File: src/rtl/secded_pkg.sv
// Package: shared widths and the Hamming check-bit function for the nibble codec.
// Assumes codeword bit k carries code position k+1.
package secded_pkg;
    localparam int DATA_W = 4;
    localparam int CHK_W  = 3;
    localparam int CODE_W = DATA_W + CHK_W + 1;
    localparam int FLAG_W = 4;

    // Computes {c3,c2,c1} from a nibble whose bit 0 is d1.
    function automatic logic [CHK_W-1:0] chk_bits(input logic [DATA_W-1:0] d);
        chk_bits[0] = d[0] ^ d[1] ^ d[3];
        chk_bits[1] = d[0] ^ d[2] ^ d[3];
        chk_bits[2] = d[1] ^ d[2] ^ d[3];
    endfunction

    // Returns the 1-based code position of data bit i.
    function automatic int data_pos(input int i);
        case (i)
            0: data_pos = 3;
            1: data_pos = 5;
            2: data_pos = 6;
            default: data_pos = 7;
        endcase
    endfunction

    // Returns the 1-based code position of check bit j.
    function automatic int chk_pos(input int j);
        chk_pos = 1 << j;
    endfunction

    // Outcome flags of one read.
    typedef struct packed {
        logic ok;
        logic fixed;
        logic dbl;
        logic par;
    } dec_flags_t;
endpackage

File: src/rtl/secded_enc.sv
// Module: combinational encoder. It places the data and check bits at their
// code positions and appends the overall parity bit in the top slot.
// Assumes: pure logic, registered by the caller.
module secded_enc
    import secded_pkg::*;
(
    input  logic [DATA_W-1:0] data_i,
    output logic [CODE_W-1:0] code_o
);
    logic [CHK_W-1:0]  chk;
    logic [CODE_W-2:0] body;

    assign chk = chk_bits(data_i);

    // Scatter data and check bits into the body of the codeword.
    always_comb begin
        body = '0;
        for (int i = 0; i < DATA_W; i++) body[data_pos(i)-1] = data_i[i];
        for (int j = 0; j < CHK_W; j++)  body[chk_pos(j)-1]  = chk[j];
    end

    assign code_o = {^body, body};
endmodule

File: src/rtl/secded_dec.sv
// Module: combinational checker. It computes the syndrome and overall parity,
// sorts the word into one of four outcomes and repairs a single data-bit flip.
// Assumes: pure logic, registered by the caller.
module secded_dec
    import secded_pkg::*;
(
    input  logic [CODE_W-1:0] code_i,
    output logic [DATA_W-1:0] data_o,
    output logic [CHK_W-1:0]  syn_o,
    output dec_flags_t        flags_o
);
    logic [DATA_W-1:0] rx_data;
    logic [CHK_W-1:0]  rx_chk;
    logic              par_odd;
    logic              syn_nz;

    // Gather received data and check bits from their positions.
    always_comb begin
        for (int i = 0; i < DATA_W; i++) rx_data[i] = code_i[data_pos(i)-1];
        for (int j = 0; j < CHK_W; j++)  rx_chk[j]  = code_i[chk_pos(j)-1];
    end

    assign syn_o   = rx_chk ^ chk_bits(rx_data);
    assign syn_nz  = |syn_o;
    assign par_odd = ^code_i;

    // Classify the outcome from the syndrome and parity.
    always_comb begin
        flags_o.ok    = !syn_nz && !par_odd;
        flags_o.fixed =  syn_nz &&  par_odd;
        flags_o.dbl   =  syn_nz && !par_odd;
        flags_o.par   = !syn_nz &&  par_odd;
    end

    // Invert the data bit named by the syndrome, only on a single error.
    always_comb begin
        for (int i = 0; i < DATA_W; i++)
            data_o[i] = rx_data[i] ^ (flags_o.fixed && (int'(syn_o) == data_pos(i)));
    end
endmodule

File: src/rtl/secded_codec.sv
// Module: top of the nibble codec. It registers the encoder and the checker,
// each behind its own valid strobe, with one clock of latency.
// Assumes: synchronous active-low reset; outputs hold their last value while
// idle, but the flags are cleared whenever the read valid is low.
module secded_codec
    import secded_pkg::*;
(
    input  logic              clk,
    input  logic              rst_n,
    input  logic              enc_valid_i,
    input  logic [DATA_W-1:0] enc_data_i,
    output logic              enc_valid_o,
    output logic [CODE_W-1:0] enc_code_o,
    input  logic              dec_valid_i,
    input  logic [CODE_W-1:0] dec_code_i,
    output logic              dec_valid_o,
    output logic [DATA_W-1:0] dec_data_o,
    output logic [CHK_W-1:0]  dec_syndrome_o,
    output logic              dec_ok_o,
    output logic              dec_fixed_o,
    output logic              dec_dbl_o,
    output logic              dec_par_o
);
    logic [CODE_W-1:0] enc_code_c;
    logic [DATA_W-1:0] dec_data_c;
    logic [CHK_W-1:0]  dec_syn_c;
    dec_flags_t        dec_flags_c;
    dec_flags_t        flags_q;

    secded_enc u_enc (.data_i(enc_data_i), .code_o(enc_code_c));
    secded_dec u_dec (.code_i(dec_code_i), .data_o(dec_data_c),
                      .syn_o(dec_syn_c), .flags_o(dec_flags_c));

    // Write-path register stage.
    always_ff @(posedge clk) begin
        if (!rst_n) begin
            enc_valid_o <= 1'b0;
            enc_code_o  <= '0;
        end else begin
            enc_valid_o <= enc_valid_i;
            if (enc_valid_i) enc_code_o <= enc_code_c;
        end
    end

    // Read-path register stage; flags are qualified by the input valid.
    always_ff @(posedge clk) begin
        if (!rst_n) begin
            dec_valid_o    <= 1'b0;
            dec_data_o     <= '0;
            dec_syndrome_o <= '0;
            flags_q        <= '0;
        end else begin
            dec_valid_o <= dec_valid_i;
            flags_q     <= dec_valid_i ? dec_flags_c : '0;
            if (dec_valid_i) begin
                dec_data_o     <= dec_data_c;
                dec_syndrome_o <= dec_syn_c;
            end
        end
    end

    assign dec_ok_o    = flags_q.ok;
    assign dec_fixed_o = flags_q.fixed;
    assign dec_dbl_o   = flags_q.dbl;
    assign dec_par_o   = flags_q.par;

    AST_ENC_EVEN_PARITY: assert property (@(posedge clk) disable iff (!rst_n)
        enc_valid_o |-> (^enc_code_o) == 1'b0);
    AST_ENC_LATENCY: assert property (@(posedge clk) disable iff (!rst_n)
        enc_valid_i |=> enc_valid_o);
    AST_DEC_LATENCY: assert property (@(posedge clk) disable iff (!rst_n)
        dec_valid_i |=> dec_valid_o);
    AST_OK_ZERO_SYN: assert property (@(posedge clk) disable iff (!rst_n)
        dec_ok_o |-> dec_syndrome_o == '0);
    AST_DBL_NO_FIX: assert property (@(posedge clk) disable iff (!rst_n)
        dec_dbl_o |-> !dec_fixed_o && dec_syndrome_o != '0);
    AST_PAR_ZERO_SYN: assert property (@(posedge clk) disable iff (!rst_n)
        dec_par_o |-> dec_syndrome_o == '0);
    AST_ONE_FLAG: assert property (@(posedge clk) disable iff (!rst_n)
        dec_valid_o |-> $countones({dec_ok_o, dec_fixed_o, dec_dbl_o, dec_par_o}) == 1);
    AST_IDLE_FLAGS: assert property (@(posedge clk) disable iff (!rst_n)
        !dec_valid_o |-> !(dec_ok_o || dec_fixed_o || dec_dbl_o || dec_par_o));
endmodule

File: config.mk
export PLATFORM = sky130hd
export DESIGN_NAME = secded_codec
export DESIGN_NICKNAME = d
export VERILOG_FILES = /design/src/rtl/secded_pkg.sv /design/src/rtl/secded_enc.sv /design/src/rtl/secded_dec.sv /design/src/rtl/secded_codec.sv
export SDC_FILE = /design/constraint.sdc
export NUM_CORES = 1
export LEC_CHECK = 0
export BUFFER_PORTS_ARGS = -buffer_cell sky130_fd_sc_hd__buf_2
export CELL_PAD_IN_SITES_DETAIL_PLACEMENT = 1
export CELL_PAD_IN_SITES_GLOBAL_PLACEMENT = 1
export CORE_ASPECT_RATIO = 1.5
export CORE_MARGIN = 2
export CORE_UTILIZATION = 39
export DETAILED_ROUTE_END_ITERATION = 8
export MAX_ROUTING_LAYER = met4
export PLACE_DENSITY = 0.89
export RECOVER_POWER = 100
export SLEW_MARGIN = 0
export SYNTH_ARGS = -nofsm -noshare
export SYNTH_HDL_FRONTEND = slang
export SYNTH_SLANG_ARGS = --single-unit
export TNS_END_PERCENT = 50
File: constraint.sdc
create_clock -name clk -period 3.5 [get_ports clk]
set_clock_uncertainty 0.05 [all_clocks]
set_input_delay 0.175 -clock clk [delete_from_list [all_inputs] [get_ports clk]]
set_output_delay 0.175 -clock clk [all_outputs]
set_load 0.005 [all_outputs]
Word level (Yosys, flattened, before mapping). Cells that the tools add are included. Widths: inputs -> output; s select.

Word-level logic and storage cells: 44. Bits in registers: 21. Output and inout bits: 21. Input bits: 16.

Eq/ne operators: 4. Bitwise operators: 17. Reductions and logical operators: 14.

Operators by type and width (count): $xor 1x1->1 (16); $logic_and 1x1->1 (8); $reduce_xor 8->1 (1); $reduce_xor 7->1 (1); $eq 3x3->1 const B (2); $eq 3x1->1 const B (1); $eq 3x2->1 const B (1); $reduce_or 3->1 (1); $xor 3x3->3 (1); $logic_not 1->1 (2); $reduce_and 2->1 (1).

Longest topological paths before layout. Gate-level depths: netlist (run 1).

Word-level depth: 7. Mapped depth: 4. Gate-level depth less buffers: 4.

Modules after synthesis. From an unflattened synthesis (run 1), not the netlist that was laid out.

Cells, all modules: 126. Area, all modules: 1327.5 µm².

Modules (own cells, without submodules): secded_codec (seq. area each 420.4 µm², area an instance 734.5 µm², cells an instance 61, times used 1); secded_dec (seq. area each 0.0 µm², area an instance 460.4 µm², cells an instance 57, times used 1); secded_enc (seq. area each 0.0 µm², area an instance 132.6 µm², cells an instance 8, times used 1).

Least setup slack after synthesis (run 1). Ideal clock, no wire load.

Path kind: input to register. Start: in dec_code_i[6]. End: reg dec_data_o[0]. Arrival time: 1211 ps. Required time: 3314 ps. Path buffers: 0. Slack: 2103 ps. Library setup time: 136 ps. Stages on the path: 4. Path through: xnor2_1 > nand3_1 > a2111oi_0 > a211oi_1.

Longest elaborated chain between the ends: 6. Elaborated cells on any way between the ends: 10. Classes of those cells: 1 x eq/ne; 5 x bitwise; 4 x reduce/logical.

RTL lines: from (decl) (RTL line secded_codec.sv:15) `input logic [CODE_W-1:0] dec_code_i,`; $xor 1x1->1 (on tied branches) (RTL line secded_pkg.sv:11, secded_pkg.sv:12, secded_pkg.sv:13); $xor 3x3->3 (RTL line secded_dec.sv:23) `assign syn_o = rx_chk ^ chk_bits(rx_data);`; $reduce_or 3->1 (RTL line secded_dec.sv:24) `assign syn_nz = |syn_o;`; $logic_and 1x1->1 (RTL line secded_dec.sv:30) `flags_o.fixed = syn_nz && par_odd;`; $logic_and 1x1->1 (*) (RTL line secded_dec.sv:38) `data_o[i] = rx_data[i] ^ (flags_o.fixed && (int'(syn_o) == data_pos(i)));`; $xor 1x1->1 (*) (RTL line secded_dec.sv:38); to (signal assigned) (RTL line secded_codec.sv:56) `dec_data_o <= dec_data_c;`; to (decl) (RTL line secded_codec.sv:17) `output logic [DATA_W-1:0] dec_data_o,`.

Mark *: on every way between the ends. The rest lies on a longest branch, timed or not. A chain may end at the register's enable or synchronous reset.

Final worst setup path (run 1).
Start: in dec_code_i[6]. End: reg dec_data_o[3].

Longest elaborated chain between the ends: 6. Elaborated cells on any way between the ends: 10. Classes of those cells: 1 x eq/ne; 5 x bitwise; 4 x reduce/logical.

RTL lines (RTL line): $xor 1x1->1 (on tied branches) (secded_pkg.sv:11, secded_pkg.sv:12, secded_pkg.sv:13); $xor 3x3->3 (secded_dec.sv:23); $reduce_or 3->1 (secded_dec.sv:24); $logic_and 1x1->1 (secded_dec.sv:30); $logic_and 1x1->1 (secded_dec.sv:38); $xor 1x1->1 (*) (secded_dec.sv:38).

Marked as above.

==> results of run 1 <==
[worst paths after layout]
kind	start	to	slack, ns	cells past startpoint
min	enc_data_i[2]	enc_code_o[5]	0.20	3
min reg2reg	dec_syndrome_o[2]	dec_syndrome_o[2]	0.44	1
max reg2reg	dec_data_o[1]	dec_data_o[1]	2.73	2
max	dec_code_i[6]	dec_data_o[3]	1.79	5
[placed cells by master (no fill, tap or decap), types with 2 or more instances in the layout]
cell,netlist,final
buf_2,0,23
dfxtp_1,21,21
clkbuf_1,4,14
xnor2_1,13,13
nor2b_1,11,11
nand2_1,10,10
nand3_1,9,9
mux2i_1,8,8
xor2_1,5,7
o21ai_0,5,5
a211o_1,4,4
a2111oi_0,3,4
a21oi_1,3,3
a211oi_1,3,3
clkbuf_8,0,3
o211a_1,2,2
nor4_1,2,2
nand4_1,2,2
[stage by stage]
step                instance area, sq um   util  instances
global route                        1310  0.491        187
global placement                    1310  0.488        183
finish                              1310  0.491        187
floorplan                           1090      -        114
detailed placement                  1310  0.488        183
CTS                                 1350  0.505        187
[synthesized netlist by cell type (2+ instances only)]
master	instances	share of area
o211a_1	2	0.018
nor2b_1	11	0.063
and2_1	2	0.011
a2111oi_0	3	0.024
clkbuf_1	4	0.014
xnor2_1	13	0.10
xor2_1	5	0.040
mux2i_1	8	0.073
a211o_1	4	0.032
nor4_1	2	0.011
nand4_1	2	0.011
nand3_1	9	0.041
a211oi_1	3	0.021
a21oi_1	3	0.014
o21ai_0	5	0.023
xor2_2	2	0.030
dfxtp_1	21	0.38
nand2_1	10	0.034
[final cells by class]
cell class	count	area, sq um
fillers	342	1360
multi-input cells	88	634
flip-flops and latches	21	420
repair buffers	36	164
well taps	37	46.3
clock buffers	4	45.0
inverters	1	3.75
[cells by family (layout without fill, tap and decap cells)]
kind of cell    count (synthesis)  in the layout
simple gates                   37             37
compound gates                 22             22
xor+xnor                       21             21
flops                          21             21
mux                             8              8
buf+inv                         5             41
[power by group]
part,leakage [nW],switching (mW),total [mW],internal [mW]
registers,0.173,0.00770,0.265,0.257
clock network,0.0228,0.0738,0.155,0.0810
logic,0.348,0.0888,0.149,0.0597
total,0.545,0.170,0.568,0.398
[tightest hold or removal path, cell delays in order]
cell	delay, ns
buf_2	0.12
mux2i_1	0.08
nor2b_1	0.09
[layer usage]
metal,up-vias,part of all wire,global-route usage
met5,-,0,-
met4,0,0.019,0.0833
met3,7,0.032,0.0182
met2,34,0.60,0.404
met1,445,0.35,0.176
li1,475,-,-
[flip-flops by register name (all words and copies together) (netlist names)]
signal / count
dec_dbl_o: 1
enc_code_o: 8
dec_syndrome_o: 3
enc_valid_o: 1
dec_ok_o: 1
dec_fixed_o: 1
dec_valid_o: 1
dec_data_o: 4
dec_par_o: 1
==> impl_metrics.json, run 1 <==
{
  "status": "finished, final reports clean",
  "path_cells": "clkbuf_1, xnor2_1, nand3_1, a2111oi_0, a211oi_2",
  "firstDrtPassIters": 2,
  "cp-end-kind": "flip-flop",
  "clock.fmax_mhz": 584,
  "whs_ns": 0.197,
  "vias": 961,
  "yosys_register_bits": 21,
  "cp-start-kind": "input pin",
  "yosysUniqueCellTypes": 23,
  "post-route-drc-count": 0,
  "worstPathArrival_ns": 1.78,
  "drtIter0Drc": 15,
  "antenna_found_initial": 0,
  "final_hold_viol_count": 0,
  "finalWorstSetupSlack_ns": 1.79,
  "clock_path_buffers": 2,
  "syn_area_per_cell_sq_um": 9.60,
  "setup_viol_count_final": 0,
  "synth_compound_area_frac": 0.157,
  "synthMuxAreaShare": 0.0731,
  "critical_path_required_ns": 3.57,
  "hpwlAfterDp_microns": 2260,
  "die_width_microns": 47.3,
  "drv_cap": 0,
  "synth_ff_type": "dfxtp_1",
  "period_share": 0.489,
  "synthAdderAreaFrac": 0,
  "power.density_mw_per_mm2": 433,
  "synth_enable_flop_cells": 0,
  "crit_slowest_cell": "a2111oi_0",
  "tightest_slew_ns": 0.692,
  "post_cts_buffers": 0,
  "cts_hold_buf": 0,
  "grt_pass1_wl_microns": 4600,
  "peakVddDrop_mv": 0.195,
  "avgRoutedWirePerCell_microns": 14.6,
  "grt_overflow": 0,
  "htree_num_levels": 1,
  "ant_nets": 0,
  "row_count": 23,
  "synth_warnings": 0,
  "routed_via_density": 5.14,
  "path_delay_family": "compound AO/OA/AOI/OAI gates",
  "synth_async_sr_flop_share": 0,
  "layout.nets": 167,
  "hp-class": "input pin to flip-flop",
  "drt-total-wl_microns": 2740,
  "clk_latency_ns": 0.25,
  "layout_min_cycle_time_ns": 1.71,
  "track_usage": 0.201,
  "core_area_sq_mm": 0.00268,
  "routabilityCongestion": 0.814,
  "tns_ns": 0,
  "critPathMaxStageDelay_ns": 0.63,
  "syn_inst": 114,
  "portBuffers": 36,
  "initial_core_util": 0.409,
  "drive_above_1_share": 0.193,
  "yosys.area_share.simple": 0.181,
  "path_clk_slew_ns": 0.07,
  "cts_buffers": 3,
  "grt_max_degree": 20,
  "slew_violations": 0,
  "dieHeight_microns": 68.9,
  "yosysSeqAreaShare": 0.384,
  "syn-cell-area_sq_mm": 0.00109,
  "pin_count": 37,
  "diodes": 0,
  "ctsResizeCount": 0,
  "pre_cts_slack_ns": 1.71,
  "path_class": "input pin to flip-flop",
  "area_growth_pct": 20.0,
  "clock-sinks": 21,
  "max_slew_margin": 0.537,
  "total_power_uw": 568,
  "synth_xor_area_frac": 0.189,
  "synth_top_family_by_area": "XOR/XNOR gates",
  "syn-num-nets": 130,
  "worst-path-buf-inv": 1,
  "dieArea_sq_mm": 0.00326,
  "grt_pass1_vias": 1090,
  "cts-root-buf": "clkbuf_8",
  "cp_max_fo": 6,
  "power.leakage_nw": 0.545,
  "rsz0062_at_grt": "no",
  "cts_tree": "yes"
}
No activity file was read; power rests on OpenSTA's default activity.
==> inputs of run 2 (changes only) <==
--- a/config.mk
+++ b/config.mk
@@ -10,10 +10,10 @@
 export CELL_PAD_IN_SITES_GLOBAL_PLACEMENT = 1
 export CORE_ASPECT_RATIO = 1.5
 export CORE_MARGIN = 2
-export CORE_UTILIZATION = 39
+export CORE_UTILIZATION = 36
 export DETAILED_ROUTE_END_ITERATION = 8
 export MAX_ROUTING_LAYER = met4
-export PLACE_DENSITY = 0.89
+export PLACE_DENSITY = 0.83
 export RECOVER_POWER = 100
 export SLEW_MARGIN = 0
 export SYNTH_ARGS = -nofsm -noshare
==> constraint.sdc (replaced) <==
create_clock -name clk -period 1.6 [get_ports clk]
set_clock_uncertainty 0.05 [all_clocks]
set_input_delay 0.08 -clock clk [delete_from_list [all_inputs] [get_ports clk]]
set_output_delay 0.08 -clock clk [all_outputs]
set_load 0.005 [all_outputs]
==> impl_metrics.json, run 2 (synthesized netlist as in run 1, its figures left out) <==
{
  "status": "finished, final reports clean",
  "firstDrtPassIters": 4,
  "power.leakage_nw": 0.551,
  "drt-total-wl_microns": 2600,
  "r2r-end": "dec_data_o[2]",
  "initial_core_util": 0.376,
  "ant_nets": 0,
  "swShare": 0.292,
  "fin_cells": 191,
  "grt_max_degree": 20,
  "post-route-drc-count": 0,
  "grt_pass1_wl_microns": 4270,
  "diodes": 0,
  "grt_pass1_vias": 963,
  "cts-root-buf": "clkbuf_8",
  "grt_overflow": 0,
  "ff2ff_path_depth": 2,
  "power_frac_clock": 0.262,
  "drv_cap": 0,
  "min_to": "enc_code_o[5]",
  "whs_ns": 0.105,
  "portBuffers": 36,
  "hold_depth": 3,
  "antenna_found_initial": 0,
  "setup_viol_count_final": 0,
  "clk_latency_ns": 0.25,
  "cts_buffers": 3,
  "dieHeight_microns": 71.5,
  "final_cell_mix": "buf_2, dfxtp_1, clkbuf_1",
  "power.internal_uw": 876,
  "layout_min_cycle_time_ns": 1.43,
  "drive_above_1_share": 0.211,
  "power.density_mw_per_mm2": 922,
  "hp-class": "input pin to flip-flop",
  "htree_num_levels": 1,
  "timing.reg2reg.setup_slack_ns": 0.81,
  "dp.cells": 187,
  "slew_violations": 0,
  "dieArea_sq_mm": 0.00351,
  "clock-sinks": 21,
  "cp-end-kind": "flip-flop",
  "critical_path_required_ns": 1.70,
  "final_hold_viol_count": 0,
  "area_growth_pct": 22.5,
  "period_share": 0.891,
  "track_usage": 0.159,
  "final_common_cell": "buf_2",
  "hpwlAfterDp_microns": 2140,
  "combPwrFrac": 0.270,
  "path_class": "input pin to flip-flop",
  "core_area_sq_mm": 0.00291,
  "peakVddDrop_mv": 0.380,
  "regToRegStartpoint": "dec_data_o[2]",
  "regMostFlops": "enc_code_o",
  "min_from": "enc_data_i[2]",
  "cp-start-kind": "input pin",
  "clock_path_buffers": 2,
  "max_slew_margin": 0.543,
  "row_count": 24,
  "largest_reg_flops": 8,
  "worstPathArrival_ns": 1.53,
  "tns_ns": 0,
  "top_regs": "enc_code_o (8), dec_data_o (4), dec_syndrome_o (3)",
  "cts_tree": "yes",
  "avgRoutedWirePerCell_microns": 13.6,
  "p_switching_uw": 362,
  "layout.nets": 169,
  "tightest_slew_ns": 0.684,
  "path_clk_slew_ns": 0.07,
  "cts_hold_buf": 0,
  "die_width_microns": 49.0,
  "seqPwrFrac": 0.468,
  "post_cts_buffers": 0,
  "routed_via_density": 5.27,
  "routabilityCongestion": 0.878,
  "ctsResizeCount": 0,
  "pin_count": 37,
  "cp_max_fo": 9,
  "vias": 1006,
  "drtIter0Drc": 8,
  "clock.fmax_mhz": 701,
  "rsz0062_at_grt": "no"
}
-- run 2: cell type report --
type / count / area, sq um
Fill cell: 379 / 1570
Inverter: 1 / 3.75
Timing Repair Buffer: 38 / 175
Tap cell: 39 / 48.8
Clock buffer: 4 / 45.0
Sequential cell: 21 / 420
Multi-Input combinational cell: 88 / 648
-- run 2: routing by layer --
metal	part of all wire	GRT usage	vias up
met3	0.038	0.0188	2
li1	-	-	481
met4	0.0065	0.0476	0
met2	0.56	0.318	35
met5	0	-	-
met1	0.39	0.155	488
-- run 2: power groups by stage --
stage               combinational (mW)  sequential, mW  clock (mW)
floorplan                        0.211           0.595           0
global placement                 0.330           0.589           0
detailed placement               0.347           0.591           0
CTS                              0.348           0.579       0.333
global route                     0.370           0.583       0.359
finish                           0.334           0.579       0.324
-- run 2: per-stage QoR --
stage	worst slack [ns]	total power [mW]	utilization	instance area (sq um)
after floorplan	0.298	0.807	-	1090
after detailed placement	-0.0575	0.938	0.454	1320
after global routing	0.0176	1.31	0.460	1340
after global placement	0.0555	0.919	0.454	1320
final	0.174	1.24	0.460	1340
after CTS	0.204	1.26	0.470	1370
-- run 2: worst max-delay path by stage --
stage | from | end | slack, ns | cells past startpoint
floorplan | dec_code_i[6] | dec_data_o[0] | 0.30 | 4
detailed placement | dec_code_i[5] | dec_data_o[0] | -0.06 | 5
CTS | dec_code_i[5] | dec_data_o[0] | 0.20 | 5
global route | dec_code_i[5] | dec_data_o[2] | 0.02 | 5
finish | dec_code_i[5] | dec_data_o[2] | 0.17 | 5
global placement | dec_code_i[6] | dec_data_o[0] | 0.06 | 5
-- run 2: worst max-delay path, stage by stage --
cell and delay, ns:
buf_2 0.14, xnor2_1 0.27, xor2_1 0.59, a2111oi_0 0.16
a211oi_1 0.29
==> inputs of run 3 (changes only) <==
--- a/config.mk
+++ b/config.mk
@@ -15,6 +15,7 @@
 export MAX_ROUTING_LAYER = met4
 export PLACE_DENSITY = 0.83
 export RECOVER_POWER = 100
+export REMOVE_ABC_BUFFERS = 1
 export SLEW_MARGIN = 0
 export SYNTH_ARGS = -nofsm -noshare
 export SYNTH_HDL_FRONTEND = slang
==> impl_metrics.json, run 3 (synthesized netlist as in run 1, its figures left out) <==
{
  "drv_cap": 0,
  "clock-sinks": 21,
  "ff2ff_path_depth": 2,
  "regToRegStartpoint": "dec_data_o[2]",
  "routed_via_density": 5.06,
  "htree_num_levels": 1,
  "clock_path_buffers": 2,
  "track_usage": 0.160,
  "power.density_mw_per_mm2": 924,
  "pin_count": 37,
  "min_from": "enc_data_i[1]",
  "die_width_microns": 49.0,
  "firstDrtPassIters": 4,
  "final_hold_viol_count": 0,
  "hp-class": "input pin to flip-flop",
  "initial_core_util": 0.376,
  "vias": 967,
  "area_growth_pct": 23.2,
  "crit_start": "dec_code_i[5]",
  "peakVddDrop_mv": 0.477,
  "portBuffers": 36,
  "worstPathArrival_ns": 1.45,
  "setup_viol_count_final": 0,
  "ant_nets": 0,
  "clk_latency_ns": 0.25,
  "post-route-drc-count": 0,
  "critPathMaxStageDelay_ns": 0.49,
  "r2r-end": "dec_data_o[2]",
  "cts_hold_buf": 0,
  "rsz0062_at_grt": "no",
  "clock.fmax_mhz": 727,
  "pre_cts_slack_ns": -0.127,
  "grt_pass1_vias": 947,
  "top_regs": "enc_code_o (8), dec_data_o (4), dec_syndrome_o (3)",
  "cts-root-buf": "clkbuf_8",
  "drtIter0Drc": 12,
  "cp-start-kind": "input pin",
  "path_class": "input pin to flip-flop",
  "total_power_mw": 1.25,
  "postLayoutCoreUtil": 0.463,
  "final_cell_mix": "buf_2, dfxtp_1, xnor2_1",
  "crit_slowest_cell": "a2111oi_1",
  "layout_min_cycle_time_ns": 1.37,
  "layout.nets": 169,
  "power.leakage_nw": 0.564,
  "path_cells": "buf_2, xnor2_1, xnor2_1, a2111oi_1, a211oi_1",
  "row_count": 24,
  "drive_above_1_share": 0.230,
  "crit_cells": 5,
  "core_area_sq_mm": 0.00291,
  "finalWorstSetupSlack_ns": 0.225,
  "final_common_cell": "buf_2",
  "diodes": 0,
  "cp_max_fo": 6,
  "largest_reg_flops": 8,
  "drt-total-wl_microns": 2580,
  "slew_violations": 0,
  "grt_pass1_wl_microns": 4200,
  "dieArea_sq_mm": 0.00351,
  "cp-end-kind": "flip-flop",
  "path_delay_family": "XOR/XNOR gates",
  "grt_overflow": 0,
  "grt_max_degree": 20,
  "critical_path_required_ns": 1.68,
  "cts_tree": "yes",
  "regMostFlops": "enc_code_o",
  "hpwlAfterDp_microns": 2110,
  "antenna_found_initial": 0,
  "timing.reg2reg.setup_slack_ns": 0.86,
  "worst-path-buf-inv": 1,
  "avgRoutedWirePerCell_microns": 13.5,
  "dieHeight_microns": 71.5,
  "crit_top_cell": "xnor2_1",
  "routabilityCongestion": 0.878,
  "cp-endpoint": "dec_data_o[0]",
  "period_share": 0.859,
  "final_cell_area_sq_mm": 0.00135,
  "path_clk_slew_ns": 0.07,
  "cts_buffers": 3,
  "tightest_slew_ns": 0.663,
  "status": "finished, final reports clean",
  "max_slew_margin": 0.558,
  "placed_cell_area_sq_mm": 0.00132
}
==> run 3: layer usage <==
metal,track usage,wire length [microns]
met1,0.151,981
met5,-,0
met4,0.0667,36
met3,0.0229,138
met2,0.317,1420
==> run 3: what timing repair did <==
item / 4_1_cts / 5_1_grt
buffers inserted: 0 / 0
setup endpoints to repair: 0 / 1
gates resized for setup: 0 / 1
==> run 3: area by class of cell <==
cell class | count | area, sq um
clock buffer | 3 | 41.3
clock inverter | 1 | 5.00
fill | 377 | 1560
inverter | 1 | 3.75
multi-input combinational | 88 | 652
sequential | 21 | 420
tap | 39 | 48.8
timing repair buffer | 38 | 178
==> run 3: power by group <==
part	switching, mW	total, mW	internal [mW]	leakage [nW]
sequential	0.0172	0.580	0.563	0.173
clock	0.159	0.333	0.173	0.0255
combinational	0.196	0.334	0.138	0.365
==> run 3: how the worst min path moves through the flow <==
stage,cells past startpoint,end
2_1_floorplan,1,dec_syndrome_o[0]
3_3_place_gp,3,enc_code_o[6]
3_5_place_dp,3,enc_code_o[4]
4_1_cts,3,enc_code_o[4]
5_1_grt,3,enc_code_o[6]
6_report,3,enc_code_o[4]
==> run 3: stage by stage <==
step,setup TNS [ns],cells,hold WS (ns)
finish,0,191,0.0959
floorplan,0,110,0.119
global route,0,191,0.112
global placement,0,187,0.348
CTS,0,191,0.0979
detailed placement,-0.127,187,0.365
==> run 3: worst min-delay path: stages <==
cell	delay, ns
buf_2	0.12
mux2i_1	0.07
nor2b_1	0.09
